--- config.mk ---
export PLATFORM = sky130hd
export DESIGN_NAME = mdio_master
export DESIGN_NICKNAME = d
export VERILOG_FILES = /design/src/rtl/mdio_pkg.sv /design/src/rtl/mdio_clkgen.sv /design/src/rtl/mdio_frame.sv /design/src/rtl/mdio_master.sv
export SDC_FILE = /design/constraint.sdc
export NUM_CORES = 1
export LEC_CHECK = 0
export ABC_AREA = 1
export BUFFER_PORTS_ARGS = -buffer_cell sky130_fd_sc_hd__buf_2
export CORE_UTILIZATION = 59
export CTS_CLUSTER_DIAMETER = 50
export DETAILED_ROUTE_END_ITERATION = 6
export GPL_TIMING_DRIVEN = 0
export PLACE_DENSITY_LB_ADDON = 0.12
export SLEW_MARGIN = 10
export SYNTH_ARGS = -nofsm -noshare
export SYNTH_HDL_FRONTEND = slang
export SYNTH_SLANG_ARGS = --single-unit
--- constraint.sdc ---
create_clock -name clk -period 3.3 [get_ports clk]
set_input_delay 0.66 -clock clk [delete_from_list [all_inputs] [get_ports clk]]
set_output_delay 0.66 -clock clk [all_outputs]
set_load 0.1 [all_outputs]
--- src/rtl/mdio_pkg.sv ---
`timescale 1ns/1ps
package mdio_pkg;
    localparam int FRAME_BITS = 64;
    localparam int IDX_W      = $clog2(FRAME_BITS);
    localparam int TA_POS     = 46;
    localparam int ACK_POS    = 47;
    localparam int DATA_POS   = 48;
    localparam int LAST_POS   = FRAME_BITS - 1;

    localparam int GO_BIT    = 31;
    localparam int WR_BIT    = 30;
    localparam int ACK_BIT   = 29;
    localparam int EN_BIT    = 30;
    localparam int FAULT_BIT = 19;
    localparam int FE_BIT    = 18;

    typedef struct packed {
        logic        go;
        logic        wr;
        logic        ack;
        logic [4:0]  regad;
        logic [4:0]  phyad;
        logic [15:0] data;
    } uacc_t;

    function automatic logic [FRAME_BITS-1:0] build_frame(
        input logic wr, input logic [4:0] phy, input logic [4:0] regad,
        input logic [15:0] wdata);
        return {32'hFFFF_FFFF, 2'b01, (wr ? 2'b01 : 2'b10), phy, regad,
                (wr ? 2'b10 : 2'b11), (wr ? wdata : 16'hFFFF)};
    endfunction
endpackage

--- src/rtl/mdio_clkgen.sv ---
`timescale 1ns/1ps
module mdio_clkgen #(
    parameter int DIV_W = 16
) (
    input  logic             clk,
    input  logic             rst_n,
    input  logic             run,
    input  logic [DIV_W-1:0] div,
    output logic             mdc,
    output logic             rise_stb,
    output logic             fall_stb
);
    typedef struct packed {
        logic [DIV_W-1:0] cnt;
        logic             mdc;
    } cg_t;

    cg_t s_d, s_q;
    logic [DIV_W-1:0] d_eff;
    logic [DIV_W:0]   half;

    always_comb begin
        d_eff    = (div == '0) ? DIV_W'(1) : div;
        half     = ({1'b0, d_eff} + (DIV_W+1)'(1)) >> 1;
        rise_stb = run && ({1'b0, s_q.cnt} == half - (DIV_W+1)'(1));
        fall_stb = run && (s_q.cnt >= d_eff);
        s_d      = s_q;
        if (!run) begin
            s_d.cnt = '0;
            s_d.mdc = 1'b0;
        end else if (fall_stb) begin
            s_d.cnt = '0;
            s_d.mdc = 1'b0;
        end else begin
            s_d.cnt = s_q.cnt + DIV_W'(1);
            if (rise_stb) s_d.mdc = 1'b1;
        end
    end

    always_ff @(posedge clk or negedge rst_n) begin
        if (!rst_n) s_q <= '0;
        else        s_q <= s_d;
    end

    assign mdc = s_q.mdc;

    // mdc may fall only on a fall strobe or when the clock stops
    a_r3_fall_on_strobe: assert property (@(posedge clk) disable iff (!rst_n)
        $fell(mdc) |-> $past(fall_stb || !run));
    // mdc rises only after a rise strobe
    a_r3_rise_on_strobe: assert property (@(posedge clk) disable iff (!rst_n)
        $rose(mdc) |-> $past(rise_stb));
endmodule

--- src/rtl/mdio_frame.sv ---
`timescale 1ns/1ps
module mdio_frame
    import mdio_pkg::*;
(
    input  logic        clk,
    input  logic        rst_n,
    input  logic        start,
    input  logic        wr,
    input  logic [4:0]  phy,
    input  logic [4:0]  regad,
    input  logic [15:0] wdata,
    input  logic        rise_stb,
    input  logic        fall_stb,
    input  logic        mdio_i,
    output logic        busy,
    output logic        done,
    output logic [15:0] rdata,
    output logic        ack,
    output logic        mdio_o,
    output logic        mdio_oe
);
    typedef struct packed {
        logic                  busy;
        logic                  wr;
        logic [IDX_W-1:0]      idx;
        logic [FRAME_BITS-1:0] sh;
        logic                  mo;
        logic                  oe;
        logic [15:0]           rx;
        logic                  ack;
        logic                  done;
    } fr_t;

    fr_t s_d, s_q;
    logic [FRAME_BITS-1:0] frame;
    logic [IDX_W-1:0]      idx_nx;

    always_comb begin
        frame  = build_frame(wr, phy, regad, wdata);
        idx_nx = s_q.idx + IDX_W'(1);
        s_d      = s_q;
        s_d.done = 1'b0;
        if (!s_q.busy) begin
            if (start) begin
                s_d.busy = 1'b1;
                s_d.wr   = wr;
                s_d.idx  = '0;
                s_d.mo   = frame[FRAME_BITS-1];
                s_d.sh   = frame << 1;
                s_d.oe   = 1'b1;
                s_d.rx   = '0;
                s_d.ack  = 1'b0;
            end
        end else begin
            if (rise_stb && !s_q.wr) begin
                if (s_q.idx == IDX_W'(ACK_POS)) s_d.ack = ~mdio_i;
                if (s_q.idx >= IDX_W'(DATA_POS)) s_d.rx = {s_q.rx[14:0], mdio_i};
            end
            if (fall_stb) begin
                if (s_q.idx == IDX_W'(LAST_POS)) begin
                    s_d.busy = 1'b0;
                    s_d.oe   = 1'b0;
                    s_d.mo   = 1'b0;
                    s_d.done = 1'b1;
                end else begin
                    s_d.idx = idx_nx;
                    s_d.mo  = s_q.sh[FRAME_BITS-1];
                    s_d.sh  = s_q.sh << 1;
                    s_d.oe  = s_q.wr || (idx_nx < IDX_W'(TA_POS));
                end
            end
        end
    end

    always_ff @(posedge clk or negedge rst_n) begin
        if (!rst_n) s_q <= '0;
        else        s_q <= s_d;
    end

    assign busy    = s_q.busy;
    assign done    = s_q.done;
    assign rdata   = s_q.rx;
    assign ack     = s_q.ack;
    assign mdio_o  = s_q.mo;
    assign mdio_oe = s_q.oe;

    // the data line only moves at a falling mdc edge or on command accept
    a_r4_mdio_hold: assert property (@(posedge clk) disable iff (!rst_n)
        (!$past(fall_stb) && !$past(start)) |-> $stable(mdio_o));
    // the line is released while the PHY owns it during a read
    a_r5_release_on_read: assert property (@(posedge clk) disable iff (!rst_n)
        (busy && !s_q.wr && rise_stb && s_q.idx >= IDX_W'(TA_POS)) |-> !mdio_oe);
    // rise and fall strobes never coincide while a frame runs
    a_r7_strobes_apart: assert property (@(posedge clk) disable iff (!rst_n)
        busy |-> !(rise_stb && fall_stb));
endmodule

--- src/rtl/mdio_master.sv ---
`timescale 1ns/1ps
module mdio_master
    import mdio_pkg::*;
#(
    parameter int DIV_W = 16,
    parameter int OFS_W = 4
) (
    input  logic             clk,
    input  logic             rst_n,
    input  logic [OFS_W-1:0] bus_addr,
    input  logic             bus_we,
    input  logic [31:0]      bus_wdata,
    output logic [31:0]      bus_rdata,
    output logic             mdc,
    output logic             mdio_o,
    output logic             mdio_oe,
    input  logic             mdio_i
);
    localparam logic [OFS_W-1:0] CTRL_OFS = OFS_W'(0);
    localparam logic [OFS_W-1:0] USER_OFS = OFS_W'(4);

    typedef struct packed {
        logic [DIV_W-1:0] div;
        logic             en;
        logic             fault_en;
        logic             fault;
        uacc_t            ua;
    } regs_t;

    regs_t r_d, r_q;
    logic sel_ctrl, sel_user, cmd_ok, start;
    logic eng_busy, eng_done, eng_ack, rise_stb, fall_stb, run;
    logic [15:0] eng_rdata;
    logic unused_wbits;

    assign unused_wbits = ^{bus_wdata[28:26], bus_wdata[29:20] & 10'h0, bus_wdata[17:16]};
    assign sel_ctrl = (bus_addr == CTRL_OFS);
    assign sel_user = (bus_addr == USER_OFS);
    assign cmd_ok   = bus_we && sel_user && !r_q.ua.go && r_q.en;
    assign start    = cmd_ok && bus_wdata[GO_BIT];
    assign run      = r_q.en && eng_busy;

    always_comb begin
        r_d = r_q;
        if (bus_we && sel_ctrl) begin
            r_d.div      = bus_wdata[DIV_W-1:0];
            r_d.en       = bus_wdata[EN_BIT];
            r_d.fault_en = bus_wdata[FE_BIT];
            if (bus_wdata[FAULT_BIT]) r_d.fault = 1'b0;
        end
        if (eng_done) begin
            r_d.ua.go = 1'b0;
            if (!r_q.ua.wr) begin
                r_d.ua.data = eng_rdata;
                r_d.ua.ack  = eng_ack;
                if (!eng_ack && r_q.fault_en) r_d.fault = 1'b1;
            end
        end
        if (cmd_ok) begin
            r_d.ua.go    = bus_wdata[GO_BIT];
            r_d.ua.wr    = bus_wdata[WR_BIT];
            r_d.ua.ack   = 1'b0;
            r_d.ua.regad = bus_wdata[25:21];
            r_d.ua.phyad = bus_wdata[20:16];
            r_d.ua.data  = bus_wdata[15:0];
        end
    end

    always_ff @(posedge clk or negedge rst_n) begin
        if (!rst_n) r_q <= '0;
        else        r_q <= r_d;
    end

    always_comb begin
        bus_rdata = '0;
        if (sel_ctrl) begin
            bus_rdata[DIV_W-1:0] = r_q.div;
            bus_rdata[FE_BIT]    = r_q.fault_en;
            bus_rdata[FAULT_BIT] = r_q.fault;
            bus_rdata[EN_BIT]    = r_q.en;
            bus_rdata[GO_BIT]    = r_q.ua.go;
        end else if (sel_user) begin
            bus_rdata[GO_BIT]  = r_q.ua.go;
            bus_rdata[WR_BIT]  = r_q.ua.wr;
            bus_rdata[ACK_BIT] = r_q.ua.ack;
            bus_rdata[25:21]   = r_q.ua.regad;
            bus_rdata[20:16]   = r_q.ua.phyad;
            bus_rdata[15:0]    = r_q.ua.data;
        end
    end

    mdio_clkgen #(.DIV_W(DIV_W)) u_clkgen (
        .clk(clk), .rst_n(rst_n), .run(run), .div(r_q.div),
        .mdc(mdc), .rise_stb(rise_stb), .fall_stb(fall_stb)
    );

    mdio_frame u_frame (
        .clk(clk), .rst_n(rst_n), .start(start),
        .wr(bus_wdata[WR_BIT]), .phy(bus_wdata[20:16]), .regad(bus_wdata[25:21]),
        .wdata(bus_wdata[15:0]), .rise_stb(rise_stb), .fall_stb(fall_stb),
        .mdio_i(mdio_i), .busy(eng_busy), .done(eng_done), .rdata(eng_rdata),
        .ack(eng_ack), .mdio_o(mdio_o), .mdio_oe(mdio_oe)
    );

    // the start bit drops right after the engine reports the end of a frame
    a_r7_go_clears: assert property (@(posedge clk) disable iff (!rst_n)
        eng_done |=> !r_q.ua.go);
    // a command write during a running frame leaves the fields untouched
    a_r8_ignore_busy: assert property (@(posedge clk) disable iff (!rst_n)
        (r_q.ua.go && bus_we && sel_user && !eng_done) |=>
            ($stable(r_q.ua.phyad) && $stable(r_q.ua.regad) && $stable(r_q.ua.wr)));
    // no command is taken while the block is disabled
    a_r9_disabled: assert property (@(posedge clk) disable iff (!rst_n)
        (!r_q.en && !r_q.ua.go && bus_we && sel_user) |=> !r_q.ua.go);
    // fault is only raised by a finished read while fault-enable is set
    a_r10_fault_source: assert property (@(posedge clk) disable iff (!rst_n)
        $rose(r_q.fault) |-> $past(eng_done && r_q.fault_en));
endmodule

==> metrics.md, run 1 <==
| Metric | Value |
|---|---|
| Post-synthesis register bit count | 156 |
| Status | finished clean |
| Placed cell areas | 9072 sq um |
| Clock Root Buffer | clkbuf_16 |
| Hold buffers post-CTS | 0 |
| Initial antenna violation count | 0 |
| Nets | 1234 |
| RSZ-0062 raised after global routing | yes |
| Die Ht | 121.6 microns |
| Worst Clk Skew | 0.008771 ns |
| Vias in the first global route | 7033 |
| Remaining Overflow, GRT | 0 |
| CP endpoint kind | output pin |
| Post-synth EDFFs | 0 |
| FP Rows | 43 |
| Total number of vias | 7563 |
| R2R setup slack | 0.20 ns |
| TNS Setup | 0 ns |
| Wire per inst | 15.24 microns |
| Slew Limit Headroom | 0.4847 |
| Worst EP required | 2.64 ns |
| Number of clock sinks | 156 |
| Fin crit period | 3.213 ns |
| Number of CTS-inserted buffers | 17 |
| CP Class | input port to output pin |
| CTS tree | built |
| Sequential share of the synthesized area | 0.4623 |
| Worst hold path type | input port to async pin |
| Top-area cell type share of the netlist area | 0.4623 |
| Die width | 121.6 microns |
| Tcrit/Tclk final | 0.9735 |
| Iter 0 DRT Violations | 631 |
| Share of cells above drive strength 1 | 0.1567 |
| Core area | 13930 sq um |
| Final hold vios | 0 |
| Synth unique cells | 44 |
| Synthesis Warnings | 0 |
| Area Growth Syn to Fin | 15.94% |
| Worst IR Drop VDD | 389.1 uV |
| Placed wire-length estimate | 15.83 mm |
| Util after Layout | 0.7026 |
| Routed Antenna Nets | 0 |
| CP max FO | 10 |
| Post-synth ARST share | 1.000 |
| Leakage power total | 4.968 nW |
| Post-synth top flop | dfrtp_1 |
| First-pass DRT Iterations | 5 |
| Worst-Skew Late Latency | 0.42 ns |
| Worst setup path end | bus_rdata[5] |
| Mean Syn Cell Area | 7.790 sq um |
| Via/cell ratio | 5.533 |
| H-tree Lvls | 4 |
| First-pass GRT wire length | 33.68 mm |
| Ant. Diodes | 0 |
| Slew Viols, Final | 0 |
| Synthesized instance count | 1084 |
| Worst r2r dst | u_frame.s_q[49]$_DFFE_PN0P_ |
| Post-route cell area | 9791 sq um |
| Post-synthesis cell area | 8444 sq um |
| Power per cell area | 504.7 nW/um^2 |
| Die Area | 14800 sq um |
| GP Congestion | 0.9221 |
| Min Hold Slack | 0.1361 ns |
| Worst-margin pin slew | 0.7729 ns |
| IO Pins | 75 |
| DRT Wirelength | 20.84 mm |
| Max Root-Sink Buffers | 2 |
| Crit path launch | bus_addr[3] |
| Fmax | 0.3113 GHz |
| Port Buffer Count | 67 |
| Total track usage | 0.2972 |
| FF-to-FF path depth | 21 |
| Area leader, netlist | dfrtp_1 |
| Final setup viols | 0 |
| Crit path DAT | 2.55 ns |
| Ranking of synthesized cells by area | dfrtp_1 46%, nand2_1 12%, inv_1 7.2% |
| # DRC | 0 |
| Startpoint types | input port |
| Initial Util | 0.6060 |
| Pin count of the biggest net entering global routing | 102 |
| Maxcap violations | 0 |
| Reg2reg start | r_q[33]$_DFFE_PN0P_ |
| Clock slew at reported path FFs | 0.06 ns |
[metal layers]
metal	track usage	vias to the layer above	share of wire
met4	0.1073	0	0.023
li1	-	3718	-
met1	0.3782	3596	0.43
met5	0	-	0
met2	0.5110	210	0.50
met3	0.04916	39	0.044
[final cells by class]
type / instances / area (sq um)
Buffer: 42 / 216.5
Clock buffer: 17 / 425.4
Clock inverter: 14 / 196.4
Fill cell: 1150 / 4144
Inverter: 169 / 634.4
Multi-Input combinational cell: 719 / 3755
Sequential cell: 156 / 3905
Tap cell: 180 / 225.2
Timing Repair Buffer: 70 / 432.9
[worst min-delay path by stage]
stage	startpoint	to	cells after the start
2_1_floorplan	rst_n	r_q[0]$_DFFE_PN0P_	0
3_3_place_gp	u_frame.done$_DFF_PN0_	r_q[28]$_DFFE_PN0P_	1
3_5_place_dp	u_frame.s_q[44]$_DFFE_PN0P_	u_frame.s_q[44]$_DFFE_PN0P_	2
4_1_cts	rst_n	u_clkgen.s_q[13]$_DFF_PN0_	1
5_1_grt	rst_n	u_clkgen.s_q[11]$_DFF_PN0_	1
6_report	rst_n	u_clkgen.s_q[11]$_DFF_PN0_	1
[power breakdown]
group / internal [mW] / switching [mW]
Clock: 1.26 / 0.795
Sequential: 1.97 / 0.0747
Combinational: 0.244 / 0.593
Total: 3.48 / 1.46
[metrics by stage]
stage / power [mW] / cells / setup slack, ns
final: 4.942 / 1367 / 0.08747
after global routing: 5.140 / 1367 / -0.08818
after CTS: 4.942 / 1365 / 0.01839
after detailed placement: 2.896 / 1334 / -0.2076
after global placement: 2.872 / 1333 / -0.7668
after floorplan: 2.664 / 1086 / -0.4891
[worst max-delay path, cell delays in order]
cell      delay [ns]
buf_2           0.09
or3_1           0.41
nor2_1          0.19
clkinv_1        0.28
clkbuf_2        0.28
o22ai_1         0.28
buf_4           0.35
[cells in the final DEF (no fill, tap or decap), types with 4 or more instances in the layout]
cell and n:
o211ai_1 20, nand3_1 90, o22ai_1 20, clkbuf_1 14
o21ai_0 78, nand2_2 14, buf_4 10, buf_2 71
a21oi_1 19, clkbuf_16 17, xor2_1 6, clkinv_4 4
nor3_1 9, nor2_2 20, nor2_1 63, inv_2 5
inv_1 162, nand3_2 4, nor2_4 7, nand2_1 260
ha_1 19, buf_6 4, bufinv_16 4, clkbuf_4 4
clkbuf_2 5, dfrtp_1 155, a22oi_1 42, nand4_1 22
o21ai_1 4
[cell families after synthesis]
logic type      Yosys count  synth area share
simple gates            500            0.2658
compound gates          189            0.1354
xor+xnor                  8          0.008298
buf+inv                 211           0.09957
fa+ha+maj                19           0.02815
other cells               1         0.0004441
flops                   156            0.4623
[registers in the layout, indices dropped and copies added, names as in the netlist]
name and cells:
u_clkgen.s_q 16, u_frame.busy 1, u_frame.mdio_o 1, u_frame.s_q 70, u_frame.done 1, u_frame.ack 1
u_frame.rdata 16, r_q 48, u_frame.mdio_oe 1, u_clkgen.mdc 1
[synth_stat cells (2+ instances only)]
cell type,n
o21ai_0,79
xor2_1,6
buf_6,2
inv_1,162
o21ai_1,3
nand2_2,14
nor3_1,9
nand3_1,90
buf_4,3
nor2_2,10
a21oi_1,19
clkinv_1,2
nor2_4,6
xnor2_1,2
nand4_1,22
buf_2,14
nand2_1,262
clkbuf_1,20
nand3_2,4
dfrtp_1,156
o22ai_1,20
or2_2,2
inv_2,5
o211ai_1,20
ha_1,19
nor2_1,74
a22oi_1,42
[repair_timing]
| item | in CTS | in global routing |
|---|---|---|
| gates resized for setup | 10 | 24 |
| endpoints found under the hold margin | 0 | 0 |
| pin swaps | 0 | 2 |
| cloned | 0 | 0 |
| endpoints found under the setup margin | 46 | 67 |
| setup buffers | 0 | 2 |
(Power assumes the default switching activity.)
==> run 2, diff against run 1 <==
- CORE_UTILIZATION: 59 -> 45
- TNS_END_PERCENT: not set -> 20
==> run 2 against run 1 <==
- sequential share of layout area decreased by 0.071 points
- cell count up 3.7%
- highest routed layer unchanged
- maximum frequency grew 2.4%
- hold slack got worse by 0.021 ns
- combinational power grew 2%
- clock power down 3%
- count of clock-buffer cells in the layout increased by 1
- power shrank 1.0%
- critical path type unchanged
- sequential cell count did not move
==> metrics.md, run 2 (same netlist as run 1, synthesis figures left out) <==
| Metric | Value |
|---|---|
| Wire per inst | 15.45 microns (+1.4%) |
| Total track usage | 0.2391 (-0.05812) |
| Startpoint types | input port |
| Worst hold path type | input port to async pin |
| Initial Util | 0.4653 (-0.1407) |
| Die Ht | 139.0 microns (+14%) |
| Iter 0 DRT Violations | 423 (-33%) |
| RSZ-0062 raised after global routing | no |
| Fill cells | 1749 (+52%) |
| Post-route cell area | 9814 sq um (+0.24%) |
| Reg2reg start | r_q[47]$_DFFE_PN0P_ |
| CP endpoint kind | output pin |
| Maxcap violations | 0 (unchanged) |
| Fmax | 0.3187 GHz (+2.4%) |
| Crit path DAT | 2.48 ns (-0.07 ns) |
| Leakage power total | 4.950 nW (-0.36%) |
| Final setup viols | 0 (unchanged) |
| Total number of vias | 7318 (-3.2%) |
| Number of CTS-inserted buffers | 17 (unchanged) |
| Slew Viols, Final | 0 (unchanged) |
| CP max FO | 10 (unchanged) |
| Slew Limit Headroom | 0.5864 (+0.1016) |
| First-pass GRT wire length | 36.36 mm (+8.0%) |
| Tcrit/Tclk final | 0.9508 (-0.02272) |
| Sequential standard cell area | 3908 sq um (about the same) |
| Hold buffers post-CTS | 0 (unchanged) |
| Routed Antenna Nets | 0 (unchanged) |
| Number of clock sinks | 156 (unchanged) |
| Max Root-Sink Buffers | 2 (unchanged) |
| Ant. Diodes | 0 (unchanged) |
| Status | finished clean |
| First-pass DRT Iterations | 5 (unchanged) |
| FP Rows | 49 (+14%) |
| Worst EP required | 2.64 ns (about the same) |
| Power per cell area | 498.4 nW/um^2 (-1.3%) |
| TNS Setup | 0 ns (unchanged) |
| IO Pins | 75 (unchanged) |
| Port Buffer Count | 67 (unchanged) |
| H-tree Lvls | 4 (unchanged) |
| # DRC | 0 (unchanged) |
| GP Congestion | 0.8818 (-4.4%) |
| Pin count of the biggest net entering global routing | 108 (+5.9%) |
| Most flop-heavy register | u_frame.s_q |
| Share of cells above drive strength 1 | 0.1557 (-0.0009737) |
| Area Growth Syn to Fin | 16.22% |
| Fin crit period | 3.138 ns (-0.07497 ns) |
| Most common cell after layout, fill and taps aside | nand2_1 |
| Via/cell ratio | 5.164 (-6.7%) |
| Max reg flops | 70 (unchanged) |
| Core area | 18150 sq um (+30%) |
| Util after Layout | 0.5408 (-0.1618) |
| Tot Pwr | 4.892 mW (-1.0%) |
| Clock Root Buffer | clkbuf_16 |
| CTS tree | built |
| Worst IR Drop VDD | 378.6 uV (-2.7%) |
| Clock slew at reported path FFs | 0.06 ns (about the same) |
| Biggest registers after layout | u_frame.s_q (70), r_q (48) |
| Initial antenna violation count | 0 (unchanged) |
| CP Class | input port to output pin |
| Crit path launch | bus_addr[3] |
| Worst-margin pin slew | 0.6205 ns (-0.1525 ns) |
| Nets | 1234 (unchanged) |
| Area of the multi-input gates | 3757 sq um (about the same) |
| Die Area | 19320 sq um (+31%) |
| Worst Clk Skew | 0.01325 ns (+0.004474 ns) |
| Vias in the first global route | 7081 (+0.68%) |
| Die width | 139.0 microns (+14%) |
| Remaining Overflow, GRT | 0 (unchanged) |
| Placed wire-length estimate | 16.52 mm (+4.4%) |
| Final hold vios | 0 (unchanged) |
| Placed cell areas | 9111 sq um (+0.43%) |
| Worst-Skew Late Latency | 0.43 ns (about the same) |
| Most frequent cells in the layout | 260 x nand2_1, 162 x inv_1, 153 x dfrtp_1 |
| DRT Wirelength | 21.90 mm (+5.1%) |
run 2: what timing repair did:
action / CTS / global route
setup endpoints to repair: 50 / 86
gates resized for setup: 15 / 24
buffers inserted: 0 / 2
pin swaps: 0 / 2
run 2: report_power, final:
group / internal (mW) / switching [mW]
combinational: 0.248 / 0.603
sequential: 1.97 / 0.0758
clock: 1.15 / 0.846
total: 3.37 / 1.52
run 2: metal layers:
layer	wire, microns	GRT usage
met1	10260	0.3197
met2	10710	0.4022
met3	645	0.03453
met4	274	0.07193
met5	0	0
run 2: final timing paths:
check | endpoint | slack, ns | cells past startpoint
worst max register to register | u_frame.s_q[65]$_DFFE_PN0P_ | 0.25 | 15
min in group clk | r_q[24]$_DFFE_PN0P_ | 0.45 | 3
worst min-delay path | r_q[23]$_DFFE_PN0P_ | 0.11 | 1
worst min register to register | r_q[28]$_DFFE_PN0P_ | 0.46 | 1
worst max-delay path | bus_rdata[4] | 0.16 | 7
max in group asynchronous | r_q[38]$_DFFE_PN0P_ | 2.32 | 2
run 2: cell type report:
class | instances | area share
Buffer | 42 | 0.02206
Sequential cell | 156 | 0.3981
Clock buffer | 18 | 0.04475
Inverter | 169 | 0.06464
Clock inverter | 14 | 0.01594
Tap cell | 229 | 0.02919
Multi-Input combinational cell | 719 | 0.3828
Timing Repair Buffer | 70 | 0.04245
run 2: worst max-delay path, cell delays in order:
cell	delay, ns
buf_2	0.09
or3_1	0.41
nor2_2	0.16
inv_2	0.13
clkbuf_1	0.27
o22ai_1	0.27
buf_2	0.48
run 2: stage by stage:
step / hold WS, ns / worst slack (ns) / cells
after floorplan: 0.3644 / -0.4891 / 1086
after global placement: 0.4436 / -0.8735 / 1382
after detailed placement: 0.4495 / -0.3123 / 1383
after CTS: 0.1239 / 0.002193 / 1415
after global routing: 0.1436 / 0.002931 / 1417
final: 0.1148 / 0.1624 / 1417
==> run 3, diff against run 2 <==
- CORE_UTILIZATION: 45 -> 55
- GPL_TIMING_DRIVEN: 0 -> not set
==> run 3 against run 2 <==
- combinational power is 0.5% lower
- global-route usage rose by 3.1 points
- worst setup slack better by 0.16 ns
- register-to-register slack better by 0.07 ns
- sequential share of layout area is 0.39 points lower
- largest power group unchanged
- clock power is 9.5% lower
- first-iteration DRC count rose by 35%
- via count up 1.5%
- die area is 18% lower
- maximum frequency is 5.3% higher
- cell count decreased by 4.7%
==> metrics.md, run 3 (same netlist as run 1, synthesis figures left out) <==
| Metric | Value |
|---|---|
| Via/cell ratio | 5.499 (+6.5%) |
| Ant. Diodes | 0 (unchanged) |
| Clock Root Buffer | clkbuf_16 |
| IO Pins | 75 (unchanged) |
| CP Class | input port to output pin |
| Sequential share of power | 0.436 (+0.017) |
| Worst-Skew Late Latency | 0.43 ns (about the same) |
| Wire per inst | 15.05 microns (-2.6%) |
| H-tree Lvls | 4 (unchanged) |
| RSZ-0062 raised after global routing | no |
| Routed Antenna Nets | 0 (unchanged) |
| Startpoint types | input port |
| Area Growth Syn to Fin | 17.34% |
| Placed wire-length estimate | 15.01 mm (-9.2%) |
| Crit path DAT | 2.32 ns (-0.16 ns) |
| Min Hold Slack | 0.1893 ns (+0.07454 ns) |
| Leakage power total | 4.936 nW (-0.29%) |
| DRT Wirelength | 20.33 mm (-7.2%) |
| Worst EP required | 2.64 ns (about the same) |
| Reg2reg start | r_q[33]$_DFFE_PN0P_ |
| Worst hold path type | input port to async pin |
| Status | finished clean |
| Die Area | 15850 sq um (-18%) |
| Core area | 14750 sq um (-19%) |
| Iter 0 DRT Violations | 573 (+35%) |
| Pint | 3.206 mW (-4.8%) |
| Clk network pwr share | 0.383 (-0.024) |
| Fill cells | 1222 (-30%) |
| Nets | 1213 (-1.7%) |
| Dpl cells | 1317 (-4.8%) |
| Switching portion of total power | 0.3160 (+0.004229) |
| GP Congestion | 0.8937 (+1.3%) |
| Final setup viols | 0 (unchanged) |
| Number of clock sinks | 156 (unchanged) |
| Worst-margin pin slew | 0.6123 ns (-0.008132 ns) |
| Die Ht | 125.9 microns (-9.4%) |
| Share of cells above drive strength 1 | 0.1465 (-0.009194) |
| Initial antenna violation count | 0 (unchanged) |
| Fin crit period | 2.979 ns (-0.1585 ns) |
| Port Buffer Count | 67 (unchanged) |
| Number of CTS-inserted buffers | 17 (unchanged) |
| Die width | 125.9 microns (-9.4%) |
| Total number of vias | 7429 (+1.5%) |
| Most flop-heavy register | u_frame.s_q |
| Slew Limit Headroom | 0.5893 (+0.002898) |
| Setup ws final | 0.3210 ns (+0.1585 ns) |
| Maxcap violations | 0 (unchanged) |
| Worst Clk Skew | 0.01036 ns (-0.002882 ns) |
| Setup WS pre-CTS | 0.2268 ns (+0.5390 ns) |
| Total track usage | 0.2706 (+0.03144) |
| Most frequent cells in the layout | 262 x nand2_1, 161 x inv_1, 154 x dfrtp_1 |
| Vias in the first global route | 6846 (-3.3%) |
| Initial Util | 0.5723 (+0.1070) |
| CP endpoint kind | output pin |
| Post-route cell area | 9908 sq um (+0.96%) |
| Remaining Overflow, GRT | 0 (unchanged) |
| Max Root-Sink Buffers | 2 (unchanged) |
| Max reg flops | 70 (unchanged) |
| Most common cell after layout, fill and taps aside | nand2_1 |
| Clock slew at reported path FFs | 0.06 ns (about the same) |
| CP max FO | 17 (+7) |
| Pin count of the biggest net entering global routing | 62 (-43%) |
| Biggest registers after layout | u_frame.s_q (70), r_q (48) |
| CTS tree | built |
| Hold buffers post-CTS | 0 (unchanged) |
| Sequential standard cell area | 3906 sq um (about the same) |
| First-pass GRT wire length | 33.96 mm (-6.6%) |
| # DRC | 0 (unchanged) |
| Final hold vios | 0 (unchanged) |
| Worst IR Drop VDD | 449.6 uV (+19%) |
| FF-to-FF path depth | 17 (+2) |
| Comb power frac | 0.181 (+0.007) |
| Power per cell area | 473.0 nW/um^2 (-5.1%) |
| Slew Viols, Final | 0 (unchanged) |
| Area of the multi-input gates | 3740 sq um (-0.47%) |
| Finished Layout Cells | 1351 (-4.7%) |
| Tcrit/Tclk final | 0.9027 (-0.04803) |
| Switching Power | 1.481 mW (-2.9%) |
| Fmax | 0.3357 GHz (+5.3%) |
| Worst r2r dst | u_frame.rdata[6]$_DFFE_PN0P_ |
| First-pass DRT Iterations | 5 (unchanged) |
| FP Rows | 44 (-10%) |
| Placed cell areas | 9319 sq um (+2.3%) |
| R2R setup slack | 0.32 ns (+0.07 ns) |
-- run 3: power groups by stage --
stage | Sequential, mW | Combinational (mW) | Clock [mW]
after floorplan | 2.06 | 0.603 | 0
after global placement | 2.07 | 0.820 | 0
after detailed placement | 2.07 | 0.835 | 0
after CTS | 2.04 | 0.839 | 1.82
after global routing | 2.05 | 0.960 | 1.90
final | 2.04 | 0.848 | 1.80
-- run 3: worst max path at each step --
stage | start | endpoint | slack, ns | depth (start not counted)
6_report | bus_addr[3] | bus_rdata[7] | 0.32 | 7
5_1_grt | r_q[33]$_DFFE_PN0P_ | u_frame.rdata[5]$_DFFE_PN0P_ | 0.006 | 17
4_1_cts | r_q[33]$_DFFE_PN0P_ | u_frame.rdata[2]$_DFFE_PN0P_ | 0.20 | 17
3_5_place_dp | r_q[33]$_DFFE_PN0P_ | u_frame.rdata[2]$_DFFE_PN0P_ | 0.23 | 17
3_3_place_gp | r_q[33]$_DFFE_PN0P_ | u_frame.rdata[11]$_DFFE_PN0P_ | 0.27 | 17
2_1_floorplan | bus_addr[3] | bus_rdata[10] | -0.49 | 5
-- run 3: layout make-up --
type / instances / share of cell area
Clock buffer: 18 / 0.04331
Clock inverter: 14 / 0.01099
Inverter: 169 / 0.06402
Multi-Input combinational cell: 720 / 0.3774
Sequential cell: 156 / 0.3942
Tap cell: 184 / 0.02324
Timing Repair Buffer: 90 / 0.08675
-- run 3: timing repair --
| item | CTS | global route |
|---|---|---|
| setup buffers | 0 | 1 |
| setup endpoints to repair | 0 | 18 |
| gates resized for setup | 0 | 6 |
-- run 3: critical path, stage by stage --
cell	delay, ns
buf_2	0.09
or3_1	0.41
nor2_1	0.20
clkinv_1	0.11
buf_4	0.22
o22ai_1	0.38
buf_12	0.23
-- run 3: routing by layer --
metal / part of all wire / track usage / vias to the layer above
met4: 0.014 / 0.07796 / 0
met2: 0.48 / 0.4290 / 173
met1: 0.47 / 0.3856 / 3551
met3: 0.041 / 0.04333 / 23
met5: 0 / 0 / -
li1: - / - / 3682
-- run 3: metrics by stage --
stage / setup TNS (ns) / util / power [mW]
after detailed placement: 0 / 0.6316 / 2.909
final: 0 / 0.6716 / 4.687
after global placement: 0 / 0.6316 / 2.893
after floorplan: -8.372 / - / 2.663
after CTS: 0 / 0.6681 / 4.702
after global routing: 0 / 0.6716 / 4.914
